### config.mk
export PLATFORM = sky130hd
export DESIGN_NAME = romid_fixup
export DESIGN_NICKNAME = d
export VERILOG_FILES = /design/src/rtl/romid_fixup_pkg.sv /design/src/rtl/romid_csum.sv /design/src/rtl/romid_ctrl.sv /design/src/rtl/romid_fixup.sv
export SDC_FILE = /design/constraint.sdc
export NUM_CORES = 1
export LEC_CHECK = 0
export BUFFER_PORTS_ARGS = -buffer_cell sky130_fd_sc_hd__buf_4
export CAP_MARGIN = 20
export CELL_PAD_IN_SITES_DETAIL_PLACEMENT = 1
export CELL_PAD_IN_SITES_GLOBAL_PLACEMENT = 2
export CORE_MARGIN = 3
export CORE_UTILIZATION = 30
export CTS_CLUSTER_DIAMETER = 150
export CTS_CLUSTER_SIZE = 8
export DETAILED_ROUTE_END_ITERATION = 10
export PLACE_DENSITY_LB_ADDON = 0.1
export SYNTH_ARGS = -nofsm -noshare
export SYNTH_HDL_FRONTEND = slang
export SYNTH_HIERARCHICAL = 1
export SYNTH_SLANG_ARGS = --single-unit
### constraint.sdc
create_clock -name clk -period 12.29 [get_ports clk]
set_clock_uncertainty 0.05 [all_clocks]
set_input_delay 0.6145 -clock clk [delete_from_list [all_inputs] [get_ports clk]]
set_output_delay 0.6145 -clock clk [all_outputs]
set_load 0.02 [all_outputs]
### src/rtl/romid_fixup_pkg.sv
// Shared constants and types for the expansion ROM identifier patcher.
// Assumes a byte-addressed image and little-endian 16-bit fields.
package romid_fixup_pkg;

    localparam int NUM_IDS     = 2;               // vendor, device
    localparam int NREAD       = 13;              // header bytes fetched per run
    localparam int PTR_OFS     = 'h18;            // pointer word location
    localparam int CSUM_OFS    = 6;               // checksum byte location
    localparam int ID_OFS      = 4;               // first id byte inside structure
    localparam logic [15:0] SIG_WORD = 16'hAA55;
    localparam logic [31:0] TAG_WORD = 32'h52494350; // 'R','I','C','P' high to low

    typedef enum logic [2:0] {
        ST_IDLE,
        ST_RADDR,
        ST_RDATA,
        ST_CALC,
        ST_WRITE,
        ST_DONE
    } fix_state_t;

    typedef enum logic [1:0] {
        FX_OK      = 2'd0,
        FX_BAD_SIG = 2'd1,
        FX_BAD_PTR = 2'd2,
        FX_BAD_TAG = 2'd3
    } fix_err_t;

endpackage

### src/rtl/romid_csum.sv
// Checksum correction for identifier replacement.
// For every identifier that differs from its new value, adds the old bytes
// and subtracts the new bytes from the checksum, modulo 256.
// Assumes all inputs are stable when the caller samples the outputs.
module romid_csum
    import romid_fixup_pkg::*;
(
    input  logic [NUM_IDS-1:0][15:0] old_ids,
    input  logic [NUM_IDS-1:0][15:0] new_ids,
    input  logic [7:0]               old_csum,
    output logic [7:0]               fix_csum,
    output logic [NUM_IDS-1:0]       id_diff
);

    logic [NUM_IDS-1:0][7:0] delta;

    // one correction term per identifier
    for (genvar g = 0; g < NUM_IDS; g++) begin : g_term
        assign id_diff[g] = (old_ids[g] != new_ids[g]);
        assign delta[g]   = id_diff[g]
                          ? (old_ids[g][7:0] + old_ids[g][15:8]
                             - new_ids[g][7:0] - new_ids[g][15:8])
                          : 8'h00;
    end

    // accumulate all terms into the checksum byte
    always_comb begin
        fix_csum = old_csum;
        for (int i = 0; i < NUM_IDS; i++) begin
            fix_csum = fix_csum + delta[i];
        end
    end

endmodule

### src/rtl/romid_ctrl.sv
// Sequencer of the identifier patcher.
// Reads the header bytes one at a time (address cycle, then data cycle).
// Checks the signature, pointer range and tag, and stops at the first
// failure. Then writes the checksum and the differing identifier bytes.
// Assumes a RAM with one cycle of read latency and ids stable during a run.
module romid_ctrl
    import romid_fixup_pkg::*;
#(
    parameter int ROM_BYTES = 512,
    parameter int AW        = 9
)(
    input  logic                     clk,
    input  logic                     rst_n,
    input  logic                     start,
    input  logic                     patch_en,
    input  logic [15:0]              vid_cfg,
    input  logic [15:0]              did_cfg,
    output logic [AW-1:0]            mem_addr,
    output logic [7:0]               mem_wdata,
    output logic                     mem_we,
    input  logic [7:0]               mem_rdata,
    output logic                     done,
    output logic [1:0]               err_code,
    output logic [NUM_IDS-1:0][15:0] old_ids,
    output logic [NUM_IDS-1:0][15:0] new_ids,
    output logic [7:0]               old_csum,
    input  logic [7:0]               fix_csum,
    input  logic [NUM_IDS-1:0]       id_diff
);

    localparam int NWR = 1 + 2 * NUM_IDS;
    localparam int WW  = $clog2(NWR);
    localparam int IW  = $clog2(NREAD);
    localparam int IDW = (NUM_IDS > 1) ? $clog2(NUM_IDS) : 1;
    localparam logic [IW-1:0] IDX_SIG_LO   = IW'(0);
    localparam logic [IW-1:0] IDX_SIG_HI   = IW'(1);
    localparam logic [IW-1:0] IDX_PTR_LO   = IW'(2);
    localparam logic [IW-1:0] IDX_PTR_HI   = IW'(3);
    localparam logic [IW-1:0] IDX_TAG0     = IW'(4);
    localparam logic [IW-1:0] IDX_TAG_LAST = IW'(7);
    localparam logic [IW-1:0] IDX_LAST     = IW'(NREAD - 1);
    localparam int            IDX_ID0      = 8;

    fix_state_t              state;
    fix_err_t                err_q;
    logic [IW-1:0]           idx;
    logic [WW-1:0]           widx;
    logic [WW-1:0]           wsel;
    logic [7:0]              rd_byte [NREAD];
    logic [15:0]             ptr_q;
    logic [15:0]             ptr_w;
    logic                    ptr_too_far;
    logic                    tag_ok;
    logic [7:0]              csum_q;
    logic [NWR-1:0]          wr_mask;
    logic [NWR-1:0]          mask_w;
    logic [NUM_IDS-1:0][15:0] new_ids_q;
    logic [AW-1:0]           rd_addr;
    logic [AW-1:0]           wr_addr;
    logic [7:0]              wr_data;
    logic [15:0]             wr_id;

    assign ptr_w       = {mem_rdata, rd_byte[IDX_PTR_LO]};
    assign ptr_too_far = ({1'b0, ptr_w} + 17'd8) >= 17'(ROM_BYTES);
    assign tag_ok      = ({mem_rdata, rd_byte[6], rd_byte[5], rd_byte[IDX_TAG0]} == TAG_WORD);

    // main sequencer: fetch, validate, correct, write back, report
    always_ff @(posedge clk) begin
        if (!rst_n) begin
            state     <= ST_IDLE;
            err_q     <= FX_OK;
            idx       <= '0;
            widx      <= '0;
            ptr_q     <= '0;
            csum_q    <= '0;
            wr_mask   <= '0;
            new_ids_q <= '0;
        end else begin
            case (state)
                ST_IDLE: begin
                    if (start) begin
                        err_q     <= FX_OK;
                        idx       <= '0;
                        widx      <= '0;
                        new_ids_q <= {did_cfg, vid_cfg};
                        state     <= patch_en ? ST_RADDR : ST_DONE;
                    end
                end
                ST_RADDR: state <= ST_RDATA;
                ST_RDATA: begin
                    state <= ST_RADDR;
                    idx   <= idx + IW'(1);
                    if (idx == IDX_SIG_HI) begin
                        if ({mem_rdata, rd_byte[IDX_SIG_LO]} != SIG_WORD) begin
                            err_q <= FX_BAD_SIG;
                            state <= ST_DONE;
                        end
                    end else if (idx == IDX_PTR_HI) begin
                        ptr_q <= ptr_w;
                        if (ptr_too_far) begin
                            err_q <= FX_BAD_PTR;
                            state <= ST_DONE;
                        end
                    end else if (idx == IDX_TAG_LAST) begin
                        if (!tag_ok) begin
                            err_q <= FX_BAD_TAG;
                            state <= ST_DONE;
                        end
                    end else if (idx == IDX_LAST) begin
                        state <= ST_CALC;
                    end
                end
                ST_CALC: begin
                    csum_q  <= fix_csum;
                    wr_mask <= mask_w;
                    state   <= ST_WRITE;
                end
                ST_WRITE: begin
                    widx <= widx + WW'(1);
                    if (widx == WW'(NWR - 1)) state <= ST_DONE;
                end
                ST_DONE: state <= ST_IDLE;
                default: state <= ST_IDLE;
            endcase
        end
    end

    // capture each fetched header byte in its slot
    always_ff @(posedge clk) begin
        if (state == ST_RDATA) rd_byte[idx] <= mem_rdata;
    end

    // present the stored identifiers and checksum to the correction logic
    for (genvar g = 0; g < NUM_IDS; g++) begin : g_old
        assign old_ids[g] = {rd_byte[IDX_ID0 + 2*g + 1], rd_byte[IDX_ID0 + 2*g]};
    end
    assign old_csum = rd_byte[IDX_LAST];
    assign new_ids  = new_ids_q;

    // write mask: checksum if anything differs, id bytes per differing id
    always_comb begin
        mask_w    = '0;
        mask_w[0] = |id_diff;
        for (int g = 0; g < NUM_IDS; g++) begin
            mask_w[1 + 2*g] = id_diff[g];
            mask_w[2 + 2*g] = id_diff[g];
        end
    end

    // read address for the current fetch index
    always_comb begin
        case (idx)
            IDX_SIG_LO: rd_addr = '0;
            IDX_SIG_HI: rd_addr = AW'(1);
            IDX_PTR_LO: rd_addr = AW'(PTR_OFS);
            IDX_PTR_HI: rd_addr = AW'(PTR_OFS + 1);
            IDX_LAST:   rd_addr = AW'(CSUM_OFS);
            default:    rd_addr = ptr_q[AW-1:0] + AW'(idx) - AW'(IDX_TAG0);
        endcase
    end

    // write address and data for the current write slot
    always_comb begin
        wsel    = widx - WW'(1);
        wr_id   = new_ids_q[wsel[IDW:1]];
        wr_data = (widx == '0) ? csum_q : (wsel[0] ? wr_id[15:8] : wr_id[7:0]);
        wr_addr = (widx == '0) ? AW'(CSUM_OFS)
                               : ptr_q[AW-1:0] + AW'(ID_OFS) + AW'(wsel);
    end

    // memory port drive by phase
    always_comb begin
        mem_addr  = '0;
        mem_wdata = '0;
        mem_we    = 1'b0;
        case (state)
            ST_RADDR, ST_RDATA: mem_addr = rd_addr;
            ST_WRITE: begin
                mem_addr  = wr_addr;
                mem_wdata = wr_data;
                mem_we    = wr_mask[widx];
            end
            default: ;
        endcase
    end

    assign done     = (state == ST_DONE);
    assign err_code = err_q;

    // checker state: a write happened during the current run
    logic wr_seen;
    always_ff @(posedge clk) begin
        if (!rst_n)                          wr_seen <= 1'b0;
        else if (state == ST_IDLE && start)  wr_seen <= 1'b0;
        else if (mem_we)                     wr_seen <= 1'b1;
    end


    reset_quiet_chk: assert property (@(posedge clk) !rst_n |=> (!done && !mem_we));


    done_pulse_chk: assert property (@(posedge clk) disable iff (!rst_n) done |=> !done);


    err_no_write_chk: assert property (@(posedge clk) disable iff (!rst_n)
        (done && err_code != 2'd0) |-> !wr_seen);

endmodule

### src/rtl/romid_fixup.sv
// Top of the expansion ROM identifier patcher.
// Joins the sequencer and the checksum correction logic.
// Assumes ROM_BYTES is a power of two between 32 and 65536.
module romid_fixup
    import romid_fixup_pkg::*;
#(
    parameter int ROM_BYTES = 512,
    localparam int AW       = $clog2(ROM_BYTES)
)(
    input  logic          clk,
    input  logic          rst_n,
    input  logic          start,
    input  logic          patch_en,
    input  logic [15:0]   vid_cfg,
    input  logic [15:0]   did_cfg,
    output logic [AW-1:0] mem_addr,
    output logic [7:0]    mem_wdata,
    output logic          mem_we,
    input  logic [7:0]    mem_rdata,
    output logic          done,
    output logic [1:0]    err_code
);

    logic [NUM_IDS-1:0][15:0] old_ids;
    logic [NUM_IDS-1:0][15:0] new_ids;
    logic [7:0]               old_csum;
    logic [7:0]               fix_csum;
    logic [NUM_IDS-1:0]       id_diff;

    romid_ctrl #(.ROM_BYTES(ROM_BYTES), .AW(AW)) u_ctrl (
        .clk       (clk),
        .rst_n     (rst_n),
        .start     (start),
        .patch_en  (patch_en),
        .vid_cfg   (vid_cfg),
        .did_cfg   (did_cfg),
        .mem_addr  (mem_addr),
        .mem_wdata (mem_wdata),
        .mem_we    (mem_we),
        .mem_rdata (mem_rdata),
        .done      (done),
        .err_code  (err_code),
        .old_ids   (old_ids),
        .new_ids   (new_ids),
        .old_csum  (old_csum),
        .fix_csum  (fix_csum),
        .id_diff   (id_diff)
    );

    romid_csum u_csum (
        .old_ids  (old_ids),
        .new_ids  (new_ids),
        .old_csum (old_csum),
        .fix_csum (fix_csum),
        .id_diff  (id_diff)
    );

    // byte sums of the field set before and after correction
    logic [7:0] sum_before;
    logic [7:0] sum_after;
    always_comb begin
        sum_before = old_csum;
        sum_after  = fix_csum;
        for (int g = 0; g < NUM_IDS; g++) begin
            sum_before = sum_before + old_ids[g][7:0] + old_ids[g][15:8];
            sum_after  = sum_after + (id_diff[g] ? (new_ids[g][7:0] + new_ids[g][15:8])
                                                 : (old_ids[g][7:0] + old_ids[g][15:8]));
        end
    end


    sum_keep_chk: assert property (@(posedge clk) disable iff (!rst_n)
        sum_before == sum_after);

endmodule

== Word-level counts from Yosys, hierarchy flattened ==
Memories as Yosys holds them, arrays and structs flattened.
Index checks and enable logic that the tools add are counted.

* Bits in writable memories: 104
* Memories: 1
* Input bits: 44
* Flip-flop bits (word level): 65

* Multiplexer cells: 38
* Magnitude comparators: 3
* Add/sub/neg operators: 16
* Bitwise logic cells: 1
* Equality and inequality tests: 21
* Reduce and logical (&&, ||, !) cells: 13

{| class="wikitable"
|+ Memory list
! name !! words !! bits a word !! rd ports !! clocked after memory_dff !! wr ports !! RTL line !! source
|-
| u_ctrl.rd_byte || 13 || 8 || 10 || 0 || 1 || romid_ctrl.sv:49 || <nowiki>logic [7:0] rd_byte [NREAD];</nowiki>
|}

{| class="wikitable"
|+ Operator list
! operator !! count
|-
| $pmux W9 S5 || 1
|-
| $mux W8 || 5
|-
| $add A8 B8 Y8 || 4
|-
| $eq A32 B31 Y1 const B || 1
|-
| $mux W16 || 2
|-
| $ne A16 B16 Y1 || 2
|-
| $sub A8 B8 Y8 || 4
|-
| $mux W3 || 10
|-
| $pmux W9 S2 || 1
|-
| $add A16 B4 Y17 const B || 1
|-
| $ge A17 B10 Y1 const B || 1
|-
| $mux W2 || 8
|-
| $ne A16 B16 Y1 const B || 1
|-
| $pmux W3 S5 || 1
|-
| $add A9 B3 Y9 || 1
|-
| $add A9 B3 Y9 const B || 1
|-
| $add A9 B4 Y9 || 1
|-
| $eq A3 B3 Y1 const B || 3
|-
| $mux W9 || 1
|-
| $sub A9 B3 Y9 const B || 1
|-
| $eq A4 B2 Y1 const B || 2
|-
| $pmux W4 S2 || 1
|-
| $reduce_and A2 Y1 || 4
|-
| $eq A3 B2 Y1 const B || 2
|-
| 27 further kinds || 33
|}

== Depth between registers and ports, before layout ==
Gate-level depths: netlist of the first run.
An unclocked memory read counts as a cell.

* Depth after elaboration: 7
* Gate-level depth with buffers: 23
* Depth with buffers taken out: 23

== Hierarchy ==
The synthesis of the first run kept the hierarchy.

{| class="wikitable"
|+ By module, submodules not included
! module !! sequential area each (µm²) !! times used !! area an instance (µm²) !! cells each
|-
| romid_ctrl || 3683.5 || 1 || 6437.4 || 608
|-
| romid_csum || 0.0 || 1 || 2197.1 || 266
|}

== Least setup slack after synthesis of the first run ==
Ideal clock, no wire load.

* Path type: register -> register
* From: memory u_ctrl.rd_byte[8][0]
* To: register u_ctrl.csum_q[7]
* Setup slack: 7526 ps
* Arrival time: 4643 ps
* Clock period less this slack: 4764 ps
* Cell stages (with the launch flop): 22
* Setup time: 70 ps
* Data required time: 12170 ps
* Path through: edfxtp_1 > fa_1 > inv_1 > fa_1 > inv_1 > ha_1 > inv_1 > fa_1 > nor2b_1 > o21ai_0 > and3_1 > nor3_1 > fa_1 > ha_1 > o21a_1 > o31a_1 > or4_1 > nand3_1 > xor2_1 > xnor2_1 > nand2_1 > a21oi_1

{| class="wikitable"
|+ RTL lines
! what !! RTL line !! source
|-
| from (decl) || romid_ctrl.sv:49 ||
|-
| to (signal assigned) || romid_ctrl.sv:114 || <nowiki>csum_q <= fix_csum;</nowiki>
|-
| to (decl) || romid_ctrl.sv:54 || <nowiki>logic [7:0] csum_q;</nowiki>
|}

==> results of run 1 <==
-- worst max-delay path: stages (launching register included) --
cell and delay (ns):
edfxtp_1 0.43, fa_1 0.55, inv_1 0.05, fa_1 0.42, inv_1 0.07, ha_1 0.15
inv_1 0.06, fa_1 0.39, nor2b_1 0.16, o21ai_0 0.12, and3_1 0.20, nor3_1 0.24
fa_1 0.47, ha_1 0.36, o21a_1 0.19, o31a_1 0.12, or4_1 0.41, nand3_1 0.11
xor2_1 0.17, xnor2_1 0.13, nand2_1 0.07, a21oi_1 0.13
-- sequential cells by signal, indices dropped and copies added, names as in the netlist --
register and count:
u_ctrl/err_code 2, u_ctrl/wr_mask 3, u_ctrl/rd_byte 80, u_ctrl/csum_q 8
u_ctrl/idx 4, u_ctrl/new_ids 32, u_ctrl/ptr_q 9, u_ctrl/state 3
u_ctrl/widx 3
-- metal layers --
| metal | share of wire, % | vias up | wire (um) |
|---|---|---|---|
| li1 | - | 3102 | - |
| met1 | 45 | 3154 | 12000 |
| met2 | 51 | 63 | 13600 |
| met3 | 2.4 | 13 | 633 |
| met4 | 0.82 | 0 | 218 |
| met5 | 0 | - | 0 |
-- cell type report --
type | count | share of cell area [%]
multi-input cells | 599 | 44.3
clock buffers | 18 | 4.27
inverters | 105 | 3.92
repair buffers | 67 | 5.00
flip-flops and latches | 144 | 36.6
clock inverters | 14 | 1.18
well taps | 378 | 4.71
-- how the worst min path moves through the flow --
stage / from / endpoint / slack (ns)
4_1_cts: vid_cfg[13] / u_ctrl/new_ids[13]$_SDFFE_PN0P_ / 0.37
6_report: vid_cfg[13] / u_ctrl/new_ids[13]$_SDFFE_PN0P_ / 0.38
3_3_place_gp: u_ctrl/csum_q[0]$_SDFFE_PN0N_ / u_ctrl/csum_q[0]$_SDFFE_PN0N_ / 0.40
2_1_floorplan: u_ctrl/wr_mask[2]$_SDFFE_PN0N_ / u_ctrl/wr_mask[2]$_SDFFE_PN0N_ / 0.39
5_1_grt: did_cfg[13] / u_ctrl/new_ids[29]$_SDFFE_PN0P_ / 0.38
3_5_place_dp: u_ctrl/csum_q[1]$_SDFFE_PN0N_ / u_ctrl/csum_q[1]$_SDFFE_PN0N_ / 0.41
-- per-stage QoR --
stage	cells	power (uW)	hold WS [ns]
6_report	1325	1600	0.382
5_1_grt	1325	1720	0.376
4_1_cts	1325	1640	0.366
3_5_place_dp	1293	1130	0.407
3_3_place_gp	1293	1130	0.398
2_1_floorplan	874	944	0.386
-- report_power, final --
| group | total (uW) | switching [uW] | internal, uW |
|---|---|---|---|
| clock | 492 | 227 | 265 |
| combinational | 561 | 324 | 238 |
| sequential | 548 | 25.3 | 522 |
-- Yosys cell counts, types with 10 or more instances --
cell type	number
inv_1	103
xor2_1	18
a21oi_1	77
nand2_1	125
nand3_1	17
clkbuf_1	22
o21ai_0	20
dfxtp_1	64
fa_1	38
xnor2_1	41
nor2_1	50
mux2i_1	10
nor3_1	27
edfxtp_1	80
ha_1	50
nand4_1	14
-- cells by family after synthesis --
logic type / Yosys count
muxes: 19
and+or+nand+nor: 291
xor gates and xnor gates: 61
adders and majority gates: 88
buffers and inverters: 131
DFF: 144
AOI/OAI and AO/OA: 140
==> flow_summary.toml, run 1 <==
[grt]
grt_antenna_before_repair = 0
overflow = 0
grt_pass1_wl_um = 41100
use_met2_pct = 31.6
busiest_layer = "met2"
grt_max_degree = 62
grt_use_total_pct = 17.8
use_met3_pct = 2.25
use_met1_pct = 23.2
grt_pass1_vias = 6843

[setup_path]
crit_path_start = "u_ctrl/rd_byte[8][0]$_DFFE_PP_"
critical_path_class = "reg -> reg"
reg2reg_depth = 21
worst_ep_arrival_time_ns = 5.43
cp-start-kind = "flip-flop"
crit_fanout = 4
cp-endpoint = "u_ctrl/csum_q[7]$_SDFFE_PN0N_"
crit-reg2reg-launch = "u_ctrl/rd_byte[8][0]$_DFFE_PP_"
regToRegSetupSlack_ns = 7.16
end_kind = "flip-flop"
critPathRequiredTime_ns = 12.59
r2r-end = "u_ctrl/csum_q[7]$_SDFFE_PN0N_"

[timing]
finalSetupViolations = 0
setup_slack_ns = 7.16
slew_violations = 0
fmax_mhz = 195
period_minus_slack_ns = 5.13
tightest_slew_ns = 0.936
finalCritPeriodShare_pct = 41.7
rsz0062_at_grt = "false"
finalHoldViolations = 0
tns_ns = 0
slew_headroom_pct = 37.4

[synth]
yosys-top-cells-area = "edfxtp_1 28%, dfxtp_1 15%, fa_1 8.8%, ha_1 7.2%, nand2_1 5.4%"
synth_simple_gate_area_share_pct = 16.0
synth_cell_types = 64
synthMuxAreaShare_pct = 3.38
syn_area_per_cell_um2 = 9.88
synth_compound_area_share_pct = 9.62
syn_area_um2 = 8630
yosysWarnings = 6
synth_cells = 874
yosysSeqAreaShare_pct = 42.7
synth_seq_cells = 144
yosys.area.top_type = "edfxtp_1"
synthArstFlopShare_pct = 0
synth_top_family_by_area = "adder cells"
syn-num-nets = 1006
synth_xor_area_share_pct = 6.43
synth-adder-area-share_pct = 16.1
netlist.area_leader.share_pct = 27.8
synth_flop_cell = "edfxtp_1"
synth_edf_count = 80

[flow_run]
max_cap_violations = 0

[die]
coreArea_um2 = 28100
ios = 65
dieHeight_um = 176
num_rows = 61
start_util_pct = 30.7
die_width_um = 176
die_area_um2 = 30900

[finish]
final_nets = 1066
diodes = 0
layout.cells.most_common = "nand2_1"
final_cell_mix = "125 x nand2_1, 103 x inv_1, 80 x edfxtp_1"
syn2layout_area_growth_pct = 16.4
nFillCells = 3258
regArea_um2 = 3680
multi_input_area_um2 = 4450
drive_gt1_share_pct = 12.7
postLayoutCoreUtil_pct = 35.8
finalInstanceArea_um2 = 10100

[power_and_ir_drop]
ir_worst_vdd_mv = 0.102
p_leak_uw = 0.00394
p_per_area_nw_per_um2 = 159

[clocking]
cts_resized = 0
numCtsBuffers = 17
cts_root_buf = "clkbuf_16"
cts-htree-levels = 4
cts_hold_buf = 0
clock_path_buffers = 2
cts.clk_slew.worst_paths_ns = 0.07
clk_latency_ns = 0.43
post-cts-setup-buffers = 0
numClockSinks = 144
cts_tree = "done"

[route]
routedWlPerCell_um = 20.0
first_pass_iters = 6
routed_via_density = 4.78
wl_um = 26500
drt_iter0_markers = 257
vias = 6332
postRouteAntennaNets = 0
drt_drc_violations_left = 0

[worst_hold_path]
min_path_type = "in -> reg"
hold_depth = 3

[placed_design]
place_area_um2 = 9500
dp_hpwl_um = 20200
preCtsSetupSlack_ns = 7.16
gp_congestion = 0.813
port_buffers = 64

[run_status]
status = "completed"
(Power assumes the default switching activity.)
==> inputs of run 2 (changes only) <==
Clock period 12.29 ns to 4.2 ns, I/O delays scaled along.
==> flow_summary.toml, run 2 (same netlist as run 1, synthesis figures left out) <==
[timing]
finalSetupViolations = 4
holdWs_ns = 0.0144
finalHoldViolations = 0
finalCritPeriodShare_pct = 112
slew_headroom_pct = 40.1
tightest_slew_ns = 0.896
fmax_mhz = 213
slew_violations = 0
period_minus_slack_ns = 4.71
rsz0062_at_grt = "true"
setup_slack_ns = -0.505

[route]
wl_met3_um = 691
wl_um = 28500
wl_met2_um = 14400
top_layer = "met4"
drt_iter0_markers = 282
vias = 6828
m1WireLength_um = 12900
postRouteAntennaNets = 0
first_pass_iters = 4
routedWlPerCell_um = 19.8
routed_via_density = 4.74
drt_drc_violations_left = 0

[power_and_ir_drop]
p_leak_uw = 0.00457
ir_worst_vdd_mv = 0.288
p_per_area_nw_per_um2 = 520

[setup_path]
max_stage_delay_ns = 0.52
cp_common_cell = "fa_1"
critical_path_class = "reg -> reg"
end_kind = "flip-flop"
crit_fanout = 4
slowest_stage = "fa_1"
cp-start-kind = "flip-flop"
reg2reg_depth = 20
critPathRequiredTime_ns = 4.51
worst_ep_arrival_time_ns = 5.02
crit_chain = "inv_1 > fa_1 > fa_1 > inv_1 > ha_1 > nor2b_2 > o21ai_1 > a21oi_2 > buf_4 > nor3_2 > fa_1 > ha_4 > o21a_1 > o31a_1 > or4_4 > nand3_2 > xor2_2 > xnor2_1 > nand2_1 > a21oi_2"

[finish]
final_cell_mix = "162 x buf_4, 124 x nand2_1, 97 x inv_1"
largest_register = "u_ctrl/rd_byte"
drive_gt1_share_pct = 24.9
diodes = 0
finalInstanceArea_um2 = 11200
layout.cells.most_common = "buf_4"
postLayoutCoreUtil_pct = 40.0
fin_cells = 1440
final_nets = 1181
largest_reg_flops = 80
syn2layout_area_growth_pct = 30.1

[clocking]
cts.clk_slew.worst_paths_ns = 0.06
cts-htree-levels = 4
cts_tree = "done"
clk_latency_ns = 0.42
numCtsBuffers = 17
clock_path_buffers = 2
numClockSinks = 144
cts_root_buf = "clkbuf_16"

[die]
num_rows = 61
dieHeight_um = 176
die_area_um2 = 30900
start_util_pct = 30.7
die_width_um = 176
ios = 65
coreArea_um2 = 28100

[placed_design]
placed_cells = 1386
place_area_um2 = 10200
port_buffers = 64
gp_congestion = 0.785
dp_hpwl_um = 21600

[grt]
grt_pass1_vias = 7368
grt_pass1_wl_um = 43600
grt_max_degree = 36
overflow = 0
grt_antenna_before_repair = 0
grt_use_total_pct = 18.9

[run_status]
status = "complete, but fails checks"
violations = "negative setup slack"

[worst_hold_path]
hold_depth = 3
min_path_type = "in -> reg"

[flow_run]
max_cap_violations = 0
run 2: worst max-delay path: cells and delay by family (launching register included):
family,cells,cell delay (ns)
buffers and inverters,3,0.26
adder cells (fa/ha/maj),5,2.09
AO/OA/AOI/OAI,5,0.67
XOR/XNOR,2,0.27
AND/OR/NAND/NOR,5,0.96
flip-flops,1,0.35
run 2: final timing paths:
kind                                         from                              to  slack [ns]
hold reg to reg     u_ctrl/csum_q[0]$_SDFFE_PN0N_   u_ctrl/csum_q[0]$_SDFFE_PN0N_        0.41
setup reg to reg  u_ctrl/rd_byte[10][2]$_DFFE_PP_   u_ctrl/csum_q[7]$_SDFFE_PN0N_       -0.51
hold / removal                         vid_cfg[7]  u_ctrl/new_ids[7]$_SDFFE_PN0P_        0.01
setup / recovery  u_ctrl/rd_byte[10][2]$_DFFE_PP_   u_ctrl/csum_q[7]$_SDFFE_PN0N_       -0.51
run 2: power breakdown:
group / switching (uW) / internal, uW / leakage, uW
registers: 40.5 / 1530 / 0.00124
logic: 1310 / 1420 / 0.00304
clock network: 646 / 900 / 0.000288
run 2: final cells by class:
class	instances	area (um2)
inverter	105	394
sequential	144	3690
fill	3209	16900
timing repair buffer	182	1420
clock buffer	21	483
clock inverter	11	111
multi-input combinational	599	4660
tap	378	473
run 2: metrics by stage:
stage               power [uW]  setup TNS (ns)  setup WS (ns)
finish                    5840           -1.50         -0.505
global route              6230           -2.33         -0.750
CTS                       5820           -1.35         -0.657
floorplan                 2820          -0.371         -0.371
detailed placement        3970           -1.91         -0.717
global placement          3930           -1.52         -0.595
run 2: what timing repair did:
| item | CTS | global route |
|---|---|---|
| resized for setup | 21 | 25 |
| hold buffers | 18 | 0 |
| setup endpoints to repair | 5 | 6 |
| pin swaps | 19 | 18 |
| endpoints found under the hold margin | 18 | 0 |
| buffers inserted | 1 | 5 |
run 2: metal layers:
layer | track usage, % | vias up
li1 | - | 3335
met1 | 24.2 | 3381
met2 | 33.5 | 86
met3 | 2.38 | 26
met4 | 5.41 | 0
met5 | 0 | -
==> inputs of run 3 (changes only) <==
Settings changed: HOLD_SLACK_MARGIN set to 0.02, SYNTH_HIERARCHICAL 1 to not set.
==> flow_summary.toml, run 3 <==
[die]
ios = 65
die_width_um = 176
die_area_um2 = 30900
num_rows = 61
coreArea_um2 = 28100
start_util_pct = 30.8
dieHeight_um = 176

[synth]
synth_edf_count = 80
yosysSeqAreaShare_pct = 42.5
syn_area_um2 = 8660
netlist.area_leader.share_pct = 27.7
synth_cells = 854
syn_area_per_cell_um2 = 10.1
yosys-top-cells-area = "edfxtp_1 28%, dfxtp_1 15%, fa_1 8.8%, ha_1 7.2%, nand2_1 4.9%"
synthArstFlopShare_pct = 0
synth_seq_cells = 144
synth_flop_cell = "edfxtp_1"
yosysMostFrequentCell = "nand2_1"
synth_common_cells = "114 x nand2_1, 99 x inv_1, 80 x edfxtp_1, 64 x dfxtp_1, 56 x a21oi_1"
yosys.area.top_type = "edfxtp_1"
synth_cell_types = 68
syn-num-nets = 986
yosysWarnings = 0

[setup_path]
worst_ep_arrival_time_ns = 4.96
r2r-end = "u_ctrl.csum_q[7]$_SDFFE_PN0N_"
cp-start-kind = "flip-flop"
crit-reg2reg-launch = "u_ctrl.rd_byte[11][2]$_DFFE_PP_"
critPathRequiredTime_ns = 4.46
cp_common_cell = "inv_1"
end_kind = "flip-flop"
crit_chain = "inv_1 > fa_1 > fa_1 > inv_1 > ha_1 > nor2b_1 > o31a_1 > nor2_1 > xnor2_1 > nand2b_1 > fa_1 > inv_1 > ha_1 > inv_1 > a21oi_2 > or4_4 > a31oi_2 > o221a_1 > a211oi_2"
max_stage_delay_ns = 0.51
slowest_stage = "fa_1"
reg2reg_depth = 19
crit_fanout = 3
regToRegSetupSlack_ns = -0.50
critical_path_class = "reg -> reg"

[finish]
drive_gt1_share_pct = 23.6
syn2layout_area_growth_pct = 28.6
largest_reg_flops = 80
multi_input_area_um2 = 4660
nFillCells = 3189
final_nets = 1145
largest_register = "u_ctrl.rd_byte"
regArea_um2 = 3690
layout.cells.most_common = "buf_4"
diodes = 0
final_cell_mix = "142 x buf_4, 114 x nand2_1, 91 x inv_1"

[clocking]
numCtsBuffers = 17
cts.clk_slew.worst_paths_ns = 0.07
cts_root_buf = "clkbuf_16"
clk_latency_ns = 0.43
cts_tree = "done"
clock_path_buffers = 2
cts-htree-levels = 4
numClockSinks = 144

[run_status]
violations = "negative setup slack"
status = "complete, but fails checks"

[timing]
slew_violations = 0
period_minus_slack_ns = 4.70
rsz0062_at_grt = "true"
setup_slack_ns = -0.502
tightest_slew_ns = 0.992
finalHoldViolations = 0
tns_ns = -0.792
fmax_mhz = 213
slew_headroom_pct = 33.9
finalCritPeriodShare_pct = 112
finalSetupViolations = 4

[grt]
grt_antenna_before_repair = 1
grt_use_total_pct = 18.3
grt_max_degree = 38
grt_pass1_wl_um = 43100
overflow = 0
grt_pass1_vias = 7445

[route]
drt_drc_violations_left = 0
wl_met2_um = 14100
wl_um = 27500
m1WireLength_um = 12000
wl_met3_um = 562
routed_via_density = 4.77
first_pass_iters = 4
top_layer = "met4"
routedWlPerCell_um = 19.6
vias = 6699
postRouteAntennaNets = 0
drt_iter0_markers = 294

[placed_design]
gp_congestion = 0.823
port_buffers = 64
preCtsSetupSlack_ns = -0.528
dp_hpwl_um = 20900

[worst_hold_path]
min_path_type = "in -> reg"
min_from = "did_cfg[0]"
hold_depth = 3
holdPathEnd = "u_ctrl.new_ids[16]$_SDFFE_PN0P_"

[power_and_ir_drop]
p_per_area_nw_per_um2 = 491
p_leak_uw = 0.00456
finalPower_uw = 5470
ir_worst_vdd_mv = 0.308

[flow_run]
max_cap_violations = 0
==> run 3: kinds of logic after synthesis <==
logic type,count (synthesis),share of synthesized area (%)
and+or+nand+nor,273,15.6
DFF,144,42.5
AOI/OAI and AO/OA,138,10.0
buffers and inverters,129,5.63
adders and majority gates,88,16.0
xor gates and xnor gates,64,6.89
muxes,18,3.29
==> run 3: worst max-delay path by stage <==
stage / from / end / slack, ns
2_1_floorplan: u_ctrl.new_ids[8]$_SDFFE_PN0P_ / u_ctrl.csum_q[7]$_SDFFE_PN0N_ / -0.29
3_3_place_gp: u_ctrl.new_ids[24]$_SDFFE_PN0P_ / u_ctrl.csum_q[7]$_SDFFE_PN0N_ / -0.48
3_5_place_dp: u_ctrl.new_ids[8]$_SDFFE_PN0P_ / u_ctrl.csum_q[7]$_SDFFE_PN0N_ / -0.53
4_1_cts: u_ctrl.rd_byte[9][0]$_DFFE_PP_ / u_ctrl.csum_q[7]$_SDFFE_PN0N_ / -0.55
5_1_grt: u_ctrl.rd_byte[9][0]$_DFFE_PP_ / u_ctrl.csum_q[7]$_SDFFE_PN0N_ / -0.70
6_report: u_ctrl.rd_byte[11][2]$_DFFE_PP_ / u_ctrl.csum_q[7]$_SDFFE_PN0N_ / -0.50
==> run 3: final cells by class <==
class	count	area share, %
tap	378	4.25
multi-input combinational	581	41.9
timing repair buffer	167	11.9
sequential	144	33.1
clock buffer	17	3.82
inverter	102	3.44
clock inverter	15	1.65
==> run 3: critical path: cells and delay by family, from the launching register on <==
family	cells	cell delay, ns
adder cells (fa/ha/maj)	5	2.10
AND/OR/NAND/NOR	4	0.88
AO/OA/AOI/OAI	5	0.81
flip-flops	1	0.37
buffers and inverters	4	0.24
XOR/XNOR	1	0.13
==> run 3: through the flow <==
| step | utilization, % | instances | hold WS, ns | area (um2) |
|---|---|---|---|---|
| global placement | 36.1 | 1345 | 0.409 | 10100 |
| CTS | 39.4 | 1402 | 0.0343 | 11100 |
| finish | 39.6 | 1404 | 0.0276 | 11100 |
| detailed placement | 36.1 | 1345 | 0.406 | 10100 |
| global route | 39.6 | 1404 | 0.0211 | 11100 |
| floorplan | - | 854 | 0.259 | 8710 |
==> run 3: where the power goes <==
part	switching, uW	internal (uW)	total (uW)	leakage (uW)
clock network	746	811	1560	0.000298
registers	37.7	1530	1560	0.00124
logic	1170	1180	2350	0.00302
total	1950	3520	5470	0.00456
==> run 3: repair_timing <==
action                                  CTS  global route
resized for setup                        21            14
endpoints found under the setup margin    4             5
setup buffers                             3             2
hold buffers                             22             0
pin swaps                                11            16
hold endpoints to repair                 22             0
==> run 3: metal layers <==
layer	vias up	GRT usage, %
met5	-	0
met4	0	6.30
met3	33	2.08
met2	81	33.5
met1	3351	22.4
li1	3234	-
